### src/rtl/sinc_pkg.sv
package sinc_pkg;
    localparam int DEC_M = 2;

    // register width of one section: K*log2(M) + Bin - 1
    function automatic int sect_width(input int order_k, input int bin);
        return order_k * $clog2(DEC_M) + bin - 1;
    endfunction
endpackage

### src/rtl/sinc_integ_chain.sv
module sinc_integ_chain #(
    parameter int K = 4,
    parameter int B = 7
) (
    input  logic         clk,
    input  logic         rst_n,
    input  logic         v_i,
    input  logic [B-1:0] x_i,
    output logic [B-1:0] last_o
);
    typedef struct packed {
        logic [K-1:0][B-1:0] acc;
    } ist_t;

    ist_t st_d, st_q;

    // retimed accumulators: each stage adds the registered sum of the previous one
    always_comb begin
        st_d = st_q;
        if (v_i) begin
            st_d.acc[0] = st_q.acc[0] + x_i;
            for (int j = 1; j < K; j++) begin
                st_d.acc[j] = st_q.acc[j] + st_q.acc[j-1];
            end
        end
    end

    always_ff @(posedge clk or negedge rst_n) begin
        if (!rst_n) st_q <= '0;
        else        st_q <= st_d;
    end

    assign last_o = st_q.acc[K-1];
endmodule

### src/rtl/sinc_comb_chain.sv
module sinc_comb_chain #(
    parameter int K = 4,
    parameter int B = 7
) (
    input  logic         clk,
    input  logic         rst_n,
    input  logic         v_i,
    input  logic [B-1:0] x_i,
    output logic         v_o,
    output logic [B-1:0] y_o
);
    typedef struct packed {
        logic [K-1:0][B-1:0] y;
        logic [K-1:0][B-1:0] z;
        logic [K-1:0]        v;
    } cst_t;

    cst_t st_d, st_q;

    always_comb begin
        logic [B-1:0] din;
        logic         dv;
        st_d = st_q;
        for (int j = 0; j < K; j++) begin
            din = (j == 0) ? x_i : st_q.y[j-1];
            dv  = (j == 0) ? v_i : st_q.v[j-1];
            st_d.v[j] = dv;
            if (dv) begin
                st_d.y[j] = din - st_q.z[j];
                st_d.z[j] = din;
            end
        end
    end

    always_ff @(posedge clk or negedge rst_n) begin
        if (!rst_n) st_q <= '0;
        else        st_q <= st_d;
    end

    assign v_o = st_q.v[K-1];
    assign y_o = st_q.y[K-1];
endmodule

### src/rtl/sinc_dec2_sect.sv
module sinc_dec2_sect #(
    parameter int K    = 4,
    parameter int BIN  = 4,
    parameter int BOUT = 8
) (
    input  logic            clk,
    input  logic            rst_n,
    input  logic            v_i,
    input  logic [BIN-1:0]  x_i,
    output logic            v_o,
    output logic [BOUT-1:0] y_o
);
    localparam int B = sinc_pkg::sect_width(K, BIN);

    typedef struct packed {
        logic         ph;
        logic         pipe_v;
        logic [B-1:0] pipe;
    } sst_t;

    sst_t st_d, st_q;

    logic [B-1:0] x_ext;
    logic [B-1:0] integ_last;
    logic         comb_v;
    logic [B-1:0] comb_y;

    assign x_ext = B'($signed(x_i));

    sinc_integ_chain #(.K(K), .B(B)) integ_i (
        .clk(clk), .rst_n(rst_n), .v_i(v_i), .x_i(x_ext), .last_o(integ_last)
    );

    // half-rate enable and pipeline register between accumulators and differences
    always_comb begin
        st_d        = st_q;
        st_d.pipe_v = v_i && st_q.ph;
        if (v_i) st_d.ph = ~st_q.ph;
        if (v_i && st_q.ph) st_d.pipe = integ_last;
    end

    always_ff @(posedge clk or negedge rst_n) begin
        if (!rst_n) st_q <= '0;
        else        st_q <= st_d;
    end

    sinc_comb_chain #(.K(K), .B(B)) comb_i (
        .clk(clk), .rst_n(rst_n), .v_i(st_q.pipe_v), .x_i(st_q.pipe),
        .v_o(comb_v), .y_o(comb_y)
    );

    assign v_o = comb_v;

    generate
        if (BOUT >= B) begin : g_extend
            assign y_o = BOUT'($signed(comb_y));
        end else begin : g_trunc
            assign y_o = comb_y[B-1 -: BOUT];
        end
    endgenerate
endmodule

### src/rtl/sinc_cascade_dec8.sv
module sinc_cascade_dec8 #(
    parameter int W_IN = 4,
    parameter int W_S2 = 8,
    parameter int W_S3 = 12,
    parameter int K_S1 = 4,
    parameter int K_S2 = 4,
    parameter int K_S3 = 6,
    localparam int OUT_W = sinc_pkg::sect_width(K_S3, W_S3)
) (
    input  logic             clk,
    input  logic             rst_n,
    input  logic             in_valid,
    input  logic [W_IN-1:0]  in_data,
    output logic             out_valid,
    output logic [OUT_W-1:0] out_data
);
    logic            v12, v23;
    logic [W_S2-1:0] d12;
    logic [W_S3-1:0] d23;

    sinc_dec2_sect #(.K(K_S1), .BIN(W_IN), .BOUT(W_S2)) sect1_i (
        .clk(clk), .rst_n(rst_n), .v_i(in_valid), .x_i(in_data), .v_o(v12), .y_o(d12)
    );

    sinc_dec2_sect #(.K(K_S2), .BIN(W_S2), .BOUT(W_S3)) sect2_i (
        .clk(clk), .rst_n(rst_n), .v_i(v12), .x_i(d12), .v_o(v23), .y_o(d23)
    );

    sinc_dec2_sect #(.K(K_S3), .BIN(W_S3), .BOUT(OUT_W)) sect3_i (
        .clk(clk), .rst_n(rst_n), .v_i(v23), .x_i(d23), .v_o(out_valid), .y_o(out_data)
    );
endmodule

### config.mk
export PLATFORM = sky130hd
export DESIGN_NAME = sinc_cascade_dec8
export DESIGN_NICKNAME = d
export VERILOG_FILES = /design/src/rtl/sinc_pkg.sv /design/src/rtl/sinc_integ_chain.sv /design/src/rtl/sinc_comb_chain.sv /design/src/rtl/sinc_dec2_sect.sv /design/src/rtl/sinc_cascade_dec8.sv
export SDC_FILE = /design/constraint.sdc
export NUM_CORES = 2
export LEC_CHECK = 0
export CORE_MARGIN = 4
export CORE_UTILIZATION = 55
export DETAILED_ROUTE_END_ITERATION = 8
export PLACE_DENSITY_LB_ADDON = 0.1
export SKIP_CTS_REPAIR_TIMING = 1
export SYNTH_ARGS = -nofsm -noshare
export SYNTH_HDL_FRONTEND = slang
export SYNTH_HIERARCHICAL = 1
export SYNTH_SLANG_ARGS = --single-unit
### constraint.sdc
create_clock -name clk -period 3.7 [get_ports clk]
set_input_delay 0.74 -clock clk [delete_from_list [all_inputs] [get_ports clk]]
set_output_delay 0.74 -clock clk [all_outputs]
set_load 0.02 [all_outputs]
==> After elaboration in Yosys (flattened, before gate mapping) <==
Cells that the tools add are included.
{ "totals": {"reg_bits": 577, "inputBits": 7, "output_inout_bits": 18} }
{ "classes": {"addsub": 28, "n_reduce_logical": 3, "n_bitwise": 3} }
{ "op_table": {"columns": ["op", "n"], "rows": [
  ["adder 17 bit", 6],
  ["subtractor 17 bit", 6],
  ["adder 11 bit", 4],
  ["subtractor 11 bit", 4],
  ["adder 7 bit", 4],
  ["subtractor 7 bit", 4],
  ["logical AND 1 bit", 3],
  ["NOT 1 bit", 3]
]} }

==> Depth between registers and ports, before layout <==
{ "depth": {"depth_word": 1, "depth_mapped": 11, "mapped_depth_nobuf": 10} }

==> Hierarchy <==
Netlist, hierarchy kept.
{ "modules_own_cells": {"columns": ["module", "n_inst", "cells_per_inst", "area_per_inst_um2", "seq_area_each_um2"], "rows": [
  ["sinc_comb_chain (sect3_i.comb_i)", 1, 1411, 12937.4, 5255.0],
  ["sinc_integ_chain (sect3_i.integ_i)", 1, 822, 8061.5, 2552.4],
  ["sinc_comb_chain (sect2_i.comb_i)", 1, 536, 5226.3, 2302.2],
  ["sinc_integ_chain (sect2_i.integ_i)", 1, 386, 3827.4, 1101.1],
  ["sinc_comb_chain (sect1_i.comb_i)", 1, 314, 3313.2, 1501.4],
  ["sinc_integ_chain (sect1_i.integ_i)", 1, 226, 2234.6, 700.7],
  ["sinc_dec2_sect (sect3_i)", 1, 40, 735.7, 475.5],
  ["sinc_dec2_sect (sect2_i)", 1, 29, 520.5, 325.3],
  ["sinc_dec2_sect (sect1_i)", 1, 20, 361.6, 225.2]
]} }

==> Worst setup path before layout <==
Ideal clock, no wire load.
{ "synth_timing": {"path_type": "register to register", "startpoint": "register sect3_i/integ_i/st_q[68] (netlist bit)", "endpoint": "register sect3_i.integ_i.st_q (netlist bit sect3_i/integ_i/last_o[14])", "arrival_ps": 2707, "required_time_ps": 3576, "slack_ps": 869, "setup_ps": 124, "stages_incl_launch_ff": 11, "path_buffers": 0, "cell_sequence": "dfrtp_1 > ha_1 > fa_1 > a211oi_1 > o21bai_1 > o41ai_1 > o21ai_0 > a211oi_1 > o21bai_1 > mux2i_1 > a211o_1"} }
{ "synth_between": {"elab_chain_cells": 1} }
{ "synth_rtl": {"columns": ["element", "line_no", "source"], "rows": [
  ["start: declaration", "sinc_integ_chain.sv:15", "ist_t st_d, st_q;"],
  ["start signal: assignment", "sinc_integ_chain.sv:30", "else st_q <= st_d;"],
  ["adder 17 bit", "sinc_integ_chain.sv:23", "st_d.acc[j] = st_q.acc[j] + st_q.acc[j-1];"]
]} }
No other way between the ends.
A chain may end at the register's enable or synchronous reset.

==> Worst setup path in the final report <==
Ends and elaborated chain as after synthesis.

==> impl_metrics.json <==
{
  "fin_cells": 4657,
  "end_kind": "flop",
  "die_h_um": 268,
  "rows": 95,
  "whs_ps": 142,
  "grt_pass1_vias": 26823,
  "synth_top_flop_cell": "dfrtp_1",
  "ys_seq_area_frac": 0.388,
  "ys_ff_latch": 577,
  "ios": 25,
  "port_buffers": 24,
  "rsz0062_at_grt": "no",
  "fin_nets": 4088,
  "ys_types": 99,
  "grt_pass1_wl_um": 128000,
  "antenna_found_initial": 0,
  "synthArstFlopShare": 1.00,
  "cts_sinks": 577,
  "crit_fanout": 4,
  "cp-start-kind": "flop",
  "syn-cell-area_um2": 37200,
  "yosysWarnings": 6,
  "htreeDepth": 3,
  "arrival_ps": 3680,
  "track_usage": 0.207,
  "status": "completed",
  "skew_ps": 19.1,
  "clock_latency_ps": 600,
  "critPathKind": "flop to flop",
  "syn_area_per_cell_um2": 9.84,
  "vias_per_cell": 5.78,
  "layout_min_cycle_time_ps": 3200,
  "area_growth_pct": 8.01,
  "drive_gt1_frac": 0.117,
  "vias": 26911,
  "die_x_um": 268,
  "synth_nets": 4139,
  "dieArea_um2": 71900,
  "synth_edf_count": 0,
  "gr-total-overflow": 0,
  "start_util": 0.554,
  "place.gp.congestion": 0.830,
  "clock.fmax_ghz": 0.312,
  "dr.pass1.iters": 5,
  "max_cap_violations": 0,
  "post-place-ws_ps": 543,
  "finalHoldViolations": 0,
  "fin_setup_tns_ps": 0,
  "clkSlewWorstSetupHoldPaths_ps": 60,
  "routed_wl_um": 73800,
  "clockBufferDepth": 3,
  "postLayoutSetupSlackWorst_ps": 495,
  "root_buffer": "clkbuf_16",
  "drtAntennaViolNets": 0,
  "holdCritPathClass": "primary input to asynchronous set/reset pin",
  "critPathMaxStageDelay_ps": 440,
  "period_share": 0.866,
  "dp_hpwl_um": 53200,
  "synthCells": 3784,
  "cts_tree": "yes",
  "slew_viol_final": 0,
  "setup_viol": 0,
  "n_antenna_cell": 0,
  "wire_per_inst_um": 15.8,
  "numCtsBuffers": 68,
  "worstPathRequired_ps": 4180,
  "max_slew_margin": 0.382,
  "grt_start_max_net_pins": 82,
  "crit_path_top_delay_cell": "fa_1",
  "drc": 0,
  "worst_slew_pin_slew_ps": 927,
  "core_um2": 67200,
  "drt_iter0_markers": 1445,
  "dp_cells": 4536,
  "path_cells": "ha_1, fa_1, a211oi_1, o21bai_1, o41ai_1, o21ai_0, a211oi_1, o21bai_1, mux2i_1, a211o_1"
}
-- layout make-up --
cell class                      count  area (µm²)
Sequential cell                   577       14400
Timing Repair Buffer               54         515
Clock buffer                       96        1990
Fill cell                        5712       27000
Clock inverter                     25         387
Inverter                          275        1030
Tap cell                          873        1090
Multi-Input combinational cell   2757       20700
-- metal layers --
metal	GRT usage	vias up	part of all wire
li1	-	13452	-
met3	0.0306	99	0.026
met1	0.276	13086	0.46
met5	0	-	0
met2	0.360	274	0.49
met4	0.0449	0	0.019
-- Yosys cell counts (all sizes together) (27+ instances only) --
cell type	instances	area, µm²
o21ai	290	1460
o31ai	39	378
dfrtp	577	14400
nor2	169	634
mux2i	29	290
nand2	341	1300
a31oi	45	282
a21oi	245	1280
nor2b	41	287
xnor2	143	1250
nand2b	28	178
nand3	63	315
xor2	59	517
fa	28	561
buf	102	723
clkbuf	73	285
o211ai	32	240
a21o	103	774
o21a	77	578
ha	320	4000
nor3	63	315
mux2	231	2730
inv	269	1010
and3	27	169
a211oi	46	360
-- final timing paths --
kind | start | end | slack, ps | depth (start not counted)
max reg2reg | sect3_i/integ_i/st_q[68] | sect3_i/integ_i/last_o[14] | 500 | 10
max in group asynchronous | rst_n | sect2_i/integ_i/st_q[31] | 2590 | 2
min | rst_n | sect3_i/comb_i/y_o[13] | 140 | 1
min in group clk | sect1_i/integ_i/last_o[6] | sect1_i/integ_i/last_o[6] | 470 | 1
min reg2reg | sect1_i/integ_i/last_o[6] | sect1_i/integ_i/last_o[6] | 470 | 1
max | sect3_i/integ_i/st_q[68] | sect3_i/integ_i/last_o[14] | 500 | 10
-- layout by cell type, fill, tap and decap left out, types with 15 or more instances in the layout --
master	instances
a21oi_1	231
nand2b_1	27
nand2_1	338
inv_1	267
mux2i_1	29
mux2_2	198
o21ai_0	279
ha_1	320
a211oi_1	43
dfrtp_1	576
and3_1	27
xor2_1	59
a211o_1	17
nor2b_1	37
o211ai_1	32
o21a_1	77
o31ai_1	29
a31oi_1	45
o2bb2ai_1	15
fa_1	28
nor2_1	169
a21o_1	102
nand3b_1	26
xnor2_1	143
nand4_1	21
nor3_1	63
clkdlybuf4s50_1	22
o21bai_1	15
mux2_4	33
clkbuf_16	71
nand3_1	63
buf_4	26
-- state kept, by name, indices dropped and copies added, names as in the netlist, 13 cells and up --
signal,cells
sect2_i/integ_i/st_q,33
sect2_i/st_q,13
sect2_i/comb_i/st_q,77
sect1_i/integ_i/st_q,21
sect1_i/comb_i/st_q,49
sect3_i/integ_i/st_q,85
sect3_i/integ_i/last_o,17
sect3_i/st_q,19
sect3_i/comb_i/st_q,187
sect3_i/comb_i/y_o,17
-- through the flow --
step                       util  cell area [µm²]
after floorplan               -            37200
after detailed placement  0.563            37800
final                     0.599            40200
after global placement    0.563            37800
after CTS                 0.599            40200
after global routing      0.599            40200
-- cell families (layout without fill, tap and decap cells) --
group	after synthesis	count (layout)	synth area share
simple gates	883	883	0.116
compound gates	1064	1064	0.190
mux	260	260	0.0810
fa+ha+maj	348	348	0.123
xor+xnor	202	202	0.0475
flops	577	577	0.388
buf+inv	450	450	0.0548
-- worst max-delay path: cells and delay by family, from the launching register on --
family                     cells  cell delay, ps
muxes                          1             140
DFF                            1             400
adders and majority gates      2             670
AOI/OAI and AO/OA              7            1890
Power is left out: the tool's default activity adds up to more than one toggle a clock period on the data nets, which glitch-free logic cannot reach.
